===== src/rtl/irq_route_pkg.sv =====
package irq_route_pkg;

    localparam int IRQ_BASE     = 32;
    localparam int SLOT_MULTI   = 5;
    localparam int SLOT_VIDEO   = 6;
    localparam int SLOT_NET     = 7;
    localparam int EXP_FIRST    = 8;
    localparam int EXP_LAST     = 12;
    localparam int EXP_LINE_OFS = 6;
    localparam int VIDEO_LINE   = 4;
    localparam int NET_LINE     = 5;

    typedef enum logic [1:0] {
        TRIG_NONE  = 2'd0,
        TRIG_LEVEL = 2'd1,
        TRIG_EDGE  = 2'd2
    } trig_e;

    typedef struct packed {
        trig_e mode;
        logic  level;
    } trig_req_t;

endpackage


===== src/rtl/irq_slot_map.sv =====
module irq_slot_map
    import irq_route_pkg::*;
#(
    parameter int SLOT_W = 5,
    parameter int PIN_W  = 2,
    parameter int NUM_W  = 8
) (
    input  logic [SLOT_W-1:0] slot,
    input  logic [PIN_W-1:0]  pin,
    output logic [NUM_W-1:0]  num
);
    localparam logic [NUM_W-1:0] BASE_N  = NUM_W'(IRQ_BASE);
    localparam logic [NUM_W-1:0] EXP_ADD = NUM_W'(IRQ_BASE + EXP_LINE_OFS);

    logic [NUM_W-1:0] slot_n;
    logic [NUM_W-1:0] pin_n;

    assign slot_n = NUM_W'(slot);
    assign pin_n  = NUM_W'(pin);

    always_comb begin
        if (slot_n == NUM_W'(SLOT_MULTI)) begin
            num = BASE_N + NUM_W'(pin % 4);
        end else if (slot_n == NUM_W'(SLOT_VIDEO)) begin
            num = BASE_N + NUM_W'(VIDEO_LINE);
        end else if (slot_n == NUM_W'(SLOT_NET)) begin
            num = BASE_N + NUM_W'(NET_LINE);
        end else if (slot_n >= NUM_W'(EXP_FIRST) && slot_n <= NUM_W'(EXP_LAST)) begin
            num = slot_n - NUM_W'(EXP_FIRST) + pin_n + EXP_ADD;
        end else begin
            num = pin_n;
        end
    end
endmodule


===== src/rtl/irq_trigger.sv =====
module irq_trigger
    import irq_route_pkg::*;
#(
    parameter int NUM_W = 8,
    parameter int CFG_W = 32
) (
    input  logic             clk,
    input  logic             rst,
    input  logic             valid,
    input  logic [NUM_W-1:0] num,
    input  logic [CFG_W-1:0] edge_cfg,
    input  logic [CFG_W-1:0] pol_cfg,
    output logic             irq
);
    localparam int IDX_W = $clog2(CFG_W);

    logic [NUM_W-1:0] rel;
    logic             in_range;
    logic [IDX_W-1:0] idx;
    trig_req_t        req;
    logic             irq_q;
    logic             pulse_q;

    assign rel      = num - NUM_W'(IRQ_BASE);
    assign in_range = (num >= NUM_W'(IRQ_BASE)) && (rel < NUM_W'(CFG_W));
    assign idx      = rel[IDX_W-1:0];

    always_comb begin
        req.level = pol_cfg[idx];
        if (!(valid && in_range)) begin
            req.mode = TRIG_NONE;
        end else if (edge_cfg[idx]) begin
            req.mode = TRIG_EDGE;
        end else begin
            req.mode = TRIG_LEVEL;
        end
    end

    always_ff @(posedge clk) begin
        if (rst) begin
            irq_q   <= 1'b0;
            pulse_q <= 1'b0;
        end else begin
            case (req.mode)
                TRIG_EDGE: begin
                    irq_q   <= 1'b1;
                    pulse_q <= 1'b1;
                end
                TRIG_LEVEL: begin
                    irq_q   <= req.level;
                    pulse_q <= 1'b0;
                end
                default: begin
                    if (pulse_q) begin
                        irq_q   <= 1'b0;
                        pulse_q <= 1'b0;
                    end
                end
            endcase
        end
    end

    assign irq = irq_q;

    assert_pulse_ends_R7: assert property (@(posedge clk) disable iff (rst)
        (pulse_q && req.mode == TRIG_NONE) |=> !irq_q);

    assert_edge_raises_R10: assert property (@(posedge clk) disable iff (rst)
        (req.mode == TRIG_EDGE) |=> irq_q);

    assert_level_follows_R8: assert property (@(posedge clk) disable iff (rst)
        (valid && in_range && !edge_cfg[idx]) |=> (irq_q == $past(pol_cfg[idx])));

    assert_quiet_hold_R9: assert property (@(posedge clk) disable iff (rst)
        (!(valid && in_range) && !pulse_q) |=> $stable(irq_q));
endmodule


===== src/rtl/irq_route_unit.sv =====
module irq_route_unit
    import irq_route_pkg::*;
#(
    parameter int SLOT_W = 5,
    parameter int PIN_W  = 2,
    parameter int NUM_W  = 8,
    parameter int CFG_W  = 32
) (
    input  logic              clk,
    input  logic              rst,
    input  logic              evt_valid,
    input  logic [SLOT_W-1:0] evt_slot,
    input  logic [PIN_W-1:0]  evt_pin,
    input  logic [CFG_W-1:0]  edge_cfg,
    input  logic [CFG_W-1:0]  pol_cfg,
    output logic [NUM_W-1:0]  irq_num,
    output logic              cpu_irq
);
    logic [NUM_W-1:0] mapped;
    logic [NUM_W-1:0] num_q;

    irq_slot_map #(.SLOT_W(SLOT_W), .PIN_W(PIN_W), .NUM_W(NUM_W)) u_map (
        .slot (evt_slot),
        .pin  (evt_pin),
        .num  (mapped)
    );

    irq_trigger #(.NUM_W(NUM_W), .CFG_W(CFG_W)) u_trig (
        .clk      (clk),
        .rst      (rst),
        .valid    (evt_valid),
        .num      (mapped),
        .edge_cfg (edge_cfg),
        .pol_cfg  (pol_cfg),
        .irq      (cpu_irq)
    );

    always_ff @(posedge clk) begin
        if (rst) begin
            num_q <= '0;
        end else if (evt_valid) begin
            num_q <= mapped;
        end
    end

    assign irq_num = num_q;

    assert_num_hold_R6: assert property (@(posedge clk) disable iff (rst)
        !evt_valid |=> $stable(irq_num));

    assert_exp_range_R4: assert property (@(posedge clk) disable iff (rst)
        (evt_valid && evt_slot >= SLOT_W'(EXP_FIRST) && evt_slot <= SLOT_W'(EXP_LAST))
        |=> (irq_num >= NUM_W'(IRQ_BASE + EXP_LINE_OFS) && irq_num <= NUM_W'(IRQ_BASE + EXP_LINE_OFS + 7)));
endmodule


===== config.mk =====
export PLATFORM = sky130hd
export DESIGN_NAME = irq_route_unit
export DESIGN_NICKNAME = d
export VERILOG_FILES = /design/src/rtl/irq_route_pkg.sv /design/src/rtl/irq_slot_map.sv /design/src/rtl/irq_trigger.sv /design/src/rtl/irq_route_unit.sv
export SDC_FILE = /design/constraint.sdc
export NUM_CORES = 1
export LEC_CHECK = 0
export ABC_AREA = 1
export BUFFER_PORTS_ARGS = -buffer_cell sky130_fd_sc_hd__buf_2
export CORE_ASPECT_RATIO = 1.5
export CORE_UTILIZATION = 46
export CTS_CLUSTER_DIAMETER = 100
export CTS_CLUSTER_SIZE = 28
export DETAILED_ROUTE_END_ITERATION = 8
export GPL_ROUTABILITY_DRIVEN = 0
export PLACE_DENSITY = 0.84
export SLEW_MARGIN = 20
export SYNTH_ARGS = -nofsm -noshare
export SYNTH_HDL_FRONTEND = slang
export SYNTH_SLANG_ARGS = --single-unit
export TNS_END_PERCENT = 30

===== constraint.sdc =====
create_clock -name clk -period 3 [get_ports clk]
set_input_delay 0.45 -clock clk [delete_from_list [all_inputs] [get_ports clk]]
set_output_delay 0.45 -clock clk [all_outputs]
set_load 0.02 [all_outputs]

Yosys cells after proc, flatten, opt, wreduce, memory -nomap -nowiden
Cells that the tools add are included.

storage, ports and cells
  bits in registers = 10
  RAM bits = 0
  memories kept = 0
  logic and storage cells = 35
  input bits = 74
  latch bits = 0
  bits in read-only memories = 0

operators by class
  reductions and logical operators = 4
  magnitude comparators = 5
  shift operators = 0
  divide/modulo/power cells = 0
  $add $sub $neg = 5
  muxes and demuxes = 13
  multipliers = 0
  equality and inequality tests = 5
  bitwise operators = 0

operators with widths
  operator                                                           number
  2-to-1 mux 8 bit                                                   4
  == test 5 x 3 -> 1 bit, second input constant                      3
  binary-select mux 1 bit (select 5 bit)                             2
  adder 8 x 2 -> 8 bit                                               1
  adder 8 x 6 -> 8 bit, second input constant                        1
  greater-or-equal comparator 8 x 6 -> 1 bit, second input constant  1
  < comparator 8 x 6 -> 1 bit, second input constant                 1
  subtractor 8 x 6 -> 8 bit, second input constant                   1
  adder 6 x 2 -> 7 bit, first input constant                         1
  < comparator 5 x 6 -> 1 bit, second input constant                 1
  subtractor 5 x 4 -> 6 bit, second input constant                   1
  greater-or-equal comparator 5 x 4 -> 1 bit, second input constant  1
  <= comparator 5 x 4 -> 1 bit, second input constant                1
  2-to-1 mux 1 bit                                                   4
  2-to-1 mux 2 bit                                                   2
  logical AND 1 bit                                                  3
  nonzero test 3 bit                                                 1
  == test 2 x 1 -> 1 bit, second input constant                      1
  == test 2 bit, second input constant                               1
  one-hot mux 1 bit (2 select lines)                                 1

Depth between registers and ports, before layout
  word-level depth = 14
  mapped depth = 19

Cells and area by module
Synthesis repeated with hierarchy kept, for this count alone.

unflattened totals
  cell total of the unflattened synthesis = 294
  area total of the unflattened synthesis = 1586.5 um^2

by module, submodules not included
  module          area each (um^2)  cells an instance  times used
  irq_trigger     828.3             181                1
  irq_slot_map    416.6             62                 1
  irq_route_unit  341.6             51                 1

Worst setup path before layout
OpenSTA, ideal clock, no wires.

  kind = input to register
  start = input evt_slot[1]
  end = register u_trig.irq_q (netlist: u_trig.irq)
  arrival time = 2268 ps
  library setup time = 113 ps
  setup slack = 619 ps
  required time = 2887 ps
  stages on the path = 16
  path through = inv_1 -> ha_1 -> inv_1 -> ha_1 -> inv_1 -> fa_1 -> nor2_1 -> inv_1 -> a21oi_1 -> xor2_1 -> o21ai_0 -> nand3_1 -> inv_1 -> nand3_1 -> nand2_1 -> nand2_1

on the way
  cells in the longest elaborated chain, start to end = 14

ends and longest elaborated chain
  item                                                                                          RTL line                              source
  start, declared                                                                               irq_route_unit.sv:12                  input logic [SLOT_W-1:0] evt_slot,
  subtractor 5 x 4 -> 6 bit                                                                     irq_slot_map.sv:29                    num = slot_n - NUM_W'(EXP_FIRST) + pin_n + EXP_ADD;
  adder 8 x 2 -> 8 bit                                                                          irq_slot_map.sv:29
  adder 8 x 6 -> 8 bit                                                                          irq_slot_map.sv:29
  2-to-1 mux 8 bit                                                                              irq_slot_map.sv:28                    end else if (slot_n >= NUM_W'(EXP_FIRST) && slot_n <= NUM_W'(EXP_LAST)) begin
  2-to-1 mux 8 bit                                                                              irq_slot_map.sv:26                    end else if (slot_n == NUM_W'(SLOT_NET)) begin
  2-to-1 mux 8 bit                                                                              irq_slot_map.sv:24                    end else if (slot_n == NUM_W'(SLOT_VIDEO)) begin
  2-to-1 mux 8 bit (*)                                                                          irq_slot_map.sv:22                    if (slot_n == NUM_W'(SLOT_MULTI)) begin
  subtractor 8 x 6 -> 8 bit                                                                     irq_trigger.sv:24                     assign rel = num - NUM_W'(IRQ_BASE);
  binary-select mux 1 bit (select 5 bit) / < comparator 8 x 6 -> 1 bit (equally long branches)  irq_trigger.sv:32, irq_trigger.sv:25
  2-to-1 mux 1 bit (not written as such) / logical AND 1 bit (equally long branches)            irq_trigger.sv:32, irq_trigger.sv:25
  2-to-1 mux 2 bit / logical AND 1 bit (equally long branches)                                  irq_trigger.sv:32, irq_trigger.sv:30
  2-to-1 mux 2 bit                                                                              irq_trigger.sv:30                     if (!(valid && in_range)) begin
  == test 2 x 1 -> 1 bit / == test 2 bit (equally long branches)                                irq_trigger.sv:44                     case (req.mode)
  one-hot mux 1 bit (2 select lines) / nonzero test 3 bit (equally long branches)               n/a
  end signal, assigned                                                                          irq_trigger.sv:50                     irq_q <= req.level;
  end, declared                                                                                 irq_trigger.sv:21                     logic irq_q;

Every way passes the cells marked *; elsewhere a longest branch is shown, timed or not. The select of a mux whose other input is x is not followed.
A chain may end at the register's enable or synchronous reset.

Final worst setup path
Ends and elaborated chain as after synthesis.

==> results.json <==
{
  "drt_drc_violations_left": 0,
  "yosysTopAreaCellShare_pct": 17.3,
  "number_of_inserted_filler_cells_in_the_final_layout": 324,
  "status": "complete, no violations",
  "synth_enable_flop_cells": 0,
  "drv_cap": 0,
  "syn_nets": 354,
  "worst_setup_path_start_kind": "input pin",
  "period_needed_ns": 2.49,
  "final_hold_viol_count": 0,
  "via_count": 1899,
  "reg_to_reg_setup_timing_slack_ns": 2.28,
  "post_drt_via_cell_ratio": 4.91,
  "cts_buffer_depth": 2,
  "placementRows": 25,
  "wire_per_inst_um": 10.4,
  "r2r_start": "u_trig.irq",
  "final-setup-viol-count": 0,
  "detail-route-antenna-nets": 0,
  "path_class": "in -> reg",
  "ys_types": 27,
  "grt_max_degree": 40,
  "cts.sink_count": 9,
  "vias_in_the_first_global_route": 1660,
  "synth.cell_area_sq_um": 1560,
  "final_net_count": 433,
  "ys_ff_latch": 9,
  "io_pins": 83,
  "initial_utilization_pct": 48.9,
  "reg2regPathDepth": 4,
  "synth_largest_area_cell": "nand3_1",
  "worstPathMaxFanout": 3,
  "cts.repair.resized": 0,
  "timing.final.crit_share_pct": 83.1,
  "hpwlAfterDp_um": 3340,
  "fin_tns_setup_ns": 0,
  "grt_first_pass_wirelength_um": 6420,
  "global_route_total_usage_across_every_layer_pct": 21.6,
  "min-delay-path-class": "in -> reg",
  "worstHoldStart": "rst",
  "worstSetupEndpointType": "flop",
  "tritoncts": "yes",
  "postRouteWirelength_um": 4030,
  "crit_arrival_ns": 2.62,
  "fp.coreArea_sq_um": 3190,
  "setup_repair_after_global_routing_missed_its_margin": "no",
  "min_delay_worst_endpoint": "irq_num[5]",
  "antenna_violations_before_repair": 0,
  "clock_latency_of_the_later_clocked_register_in_the_worst_skew_pair_ns": 0.24,
  "critPathRequiredTime_ns": 3.13,
  "area_delta_synth_final_pct": 28.3,
  "fp.dieW_um": 49.5,
  "area.sequential_sq_um": 180,
  "synth_warnings": 0,
  "static-leakage-power_uw": 0.00122,
  "die-area_sq_um": 3630,
  "cts_post_setup_buffers_inserted": 0,
  "async_set_reset_flop_share_out_of_synthesis_pct": 0,
  "multiInputGateArea_sq_um": 1060,
  "synth_flop_cell": "dfxtp_1",
  "min_delay_path_depth": 2,
  "cts_hold_repair.buffers": 0,
  "hold_slack_ns": 0.420,
  "fp.dieH_um": 73.3,
  "postLayoutCoreUtil_pct": 62.7,
  "post_synthesis_area_per_instance_sq_um": 5.80,
  "drt_pass1_iterations": 5,
  "synth_seq_area_share_pct": 11.6,
  "irDropWorstVdd_v": 0.000314,
  "gate_count_after_technology_mapping": 269,
  "slew_viol_final": 0,
  "clock_tree.root_cell": "clkbuf_8",
  "leading_post_synthesis_cells_by_cell_area": "nand3_1, inv_1, nand2_1, dfxtp_1, ha_1",
  "post_route_cells_drive_above_1_share_pct": 29.4,
  "htree_levels": 1,
  "reg2reg_to": "u_trig.irq",
  "clock.fmax_mhz": 401,
  "antenna-diode-count": 0,
  "cts_inserted_buffers": 3,
  "total_overflow_reported_by_the_global_router": 0,
  "placement.io_buffers": 81,
  "setup_slack_ns": 0.506,
  "fin_skew_ns": 0.00332,
  "power_per_cell_area_nw_per_um2": 299,
  "clk_transition_reported_paths_ns": 0.05,
  "drt_iter0_markers": 35,
  "preCtsSetupSlack_ns": 0.240
}
report_power, final:
part | internal, uW | total, uW | switching (uW)
logic | 133 | 321 | 189
clock network | 92.8 | 144 | 50.8
registers | 129 | 134 | 4.76
total | 355 | 599 | 244
layout make-up:
cell class              count  share of cell area [%]
multi-input cells         187                    53.0
repair buffers             84                    21.4
inverters                  63                    11.8
flip-flops and latches      9                    9.01
well taps                  40                    2.50
clock buffers               4                    2.25
layout by cell type, fill, tap and decap left out, types with 2 or more instances in the layout:
cell      synthesis  routed
buf_2             2      81
inv_1            60      60
nand2_1          58      58
nand3_1          54      54
o211ai_1         13      13
nand3b_1         10      10
ha_1             10      10
a21oi_1           9       9
dfxtp_1           9       9
o21ai_0           7       7
nor2_1            6       6
nand2_2           4       4
inv_2             3       3
o21ai_1           3       3
clkbuf_8          0       3
buf_4             3       3
nor2_4            2       2
nand3_2           2       2
xor2_1            2       2
stage by stage:
| step | instances | area, sq um | power (uW) |
|---|---|---|---|
| after global routing | 387 | 2000 | 648 |
| final | 387 | 2000 | 599 |
| after detailed placement | 383 | 1960 | 458 |
| after global placement | 383 | 1960 | 453 |
| after floorplan | 269 | 1560 | 372 |
| after CTS | 387 | 2000 | 602 |
sequential cells by signal (all words and copies together) (netlist names):
name,flops
u_trig.irq,1
u_trig.pulse_q,1
irq_num,7
cells in the mapped netlist (3+ instances only):
library cell,count
buf_4,3
o21ai_0,7
nand2_1,58
ha_1,10
dfxtp_1,9
o21ai_1,3
nand3_1,54
o211ai_1,13
nand3b_1,10
nand2_2,4
a21oi_1,9
inv_1,60
buf_6,4
inv_2,3
nor2_1,6
per-layer routing:
layer,vias to the layer above,GRT usage [%],part of all wire (%)
met5,-,0,0
met4,0,4.76,1.1
met3,6,2.07,4.5
met2,50,43.1,54
met1,825,23.8,40
li1,1018,-,-
kinds of logic (layout without fill, tap and decap cells):
logic type	count (synthesis)	after routing	share of synthesized area [%]
fa+ha+maj	11	11	9.31
xor+xnor	2	2	1.12
simple gates	140	140	44.5
compound gates	33	33	12.9
buf+inv	73	151	20.4
flops	9	9	11.6
other cells	1	1	0.241
worst max-delay path, cell delays in order:
cell and delay, ns:
buf_2 0.10, inv_1 0.07, ha_1 0.29, inv_1 0.06
ha_1 0.17, inv_1 0.06, fa_1 0.37, nor2_1 0.11
inv_1 0.06, a21oi_1 0.16, xor2_1 0.09, o21ai_0 0.23
nand3_1 0.17, inv_1 0.09, nand3_1 0.07, nand2_1 0.05
nand2_1 0.05
worst max path at each step:
stage	from	to	slack [ns]	depth (start not counted)
global placement	evt_slot[1]	u_trig.irq	0.33	17
CTS	evt_slot[1]	u_trig.irq	0.49	16
finish	evt_slot[1]	u_trig.irq	0.51	17
detailed placement	evt_slot[1]	u_trig.irq	0.24	16
floorplan	evt_slot[1]	u_trig.irq	0.62	16
global route	evt_slot[3]	u_trig.irq	0.24	18
Note: power is estimated with default switching activity, not from simulation.
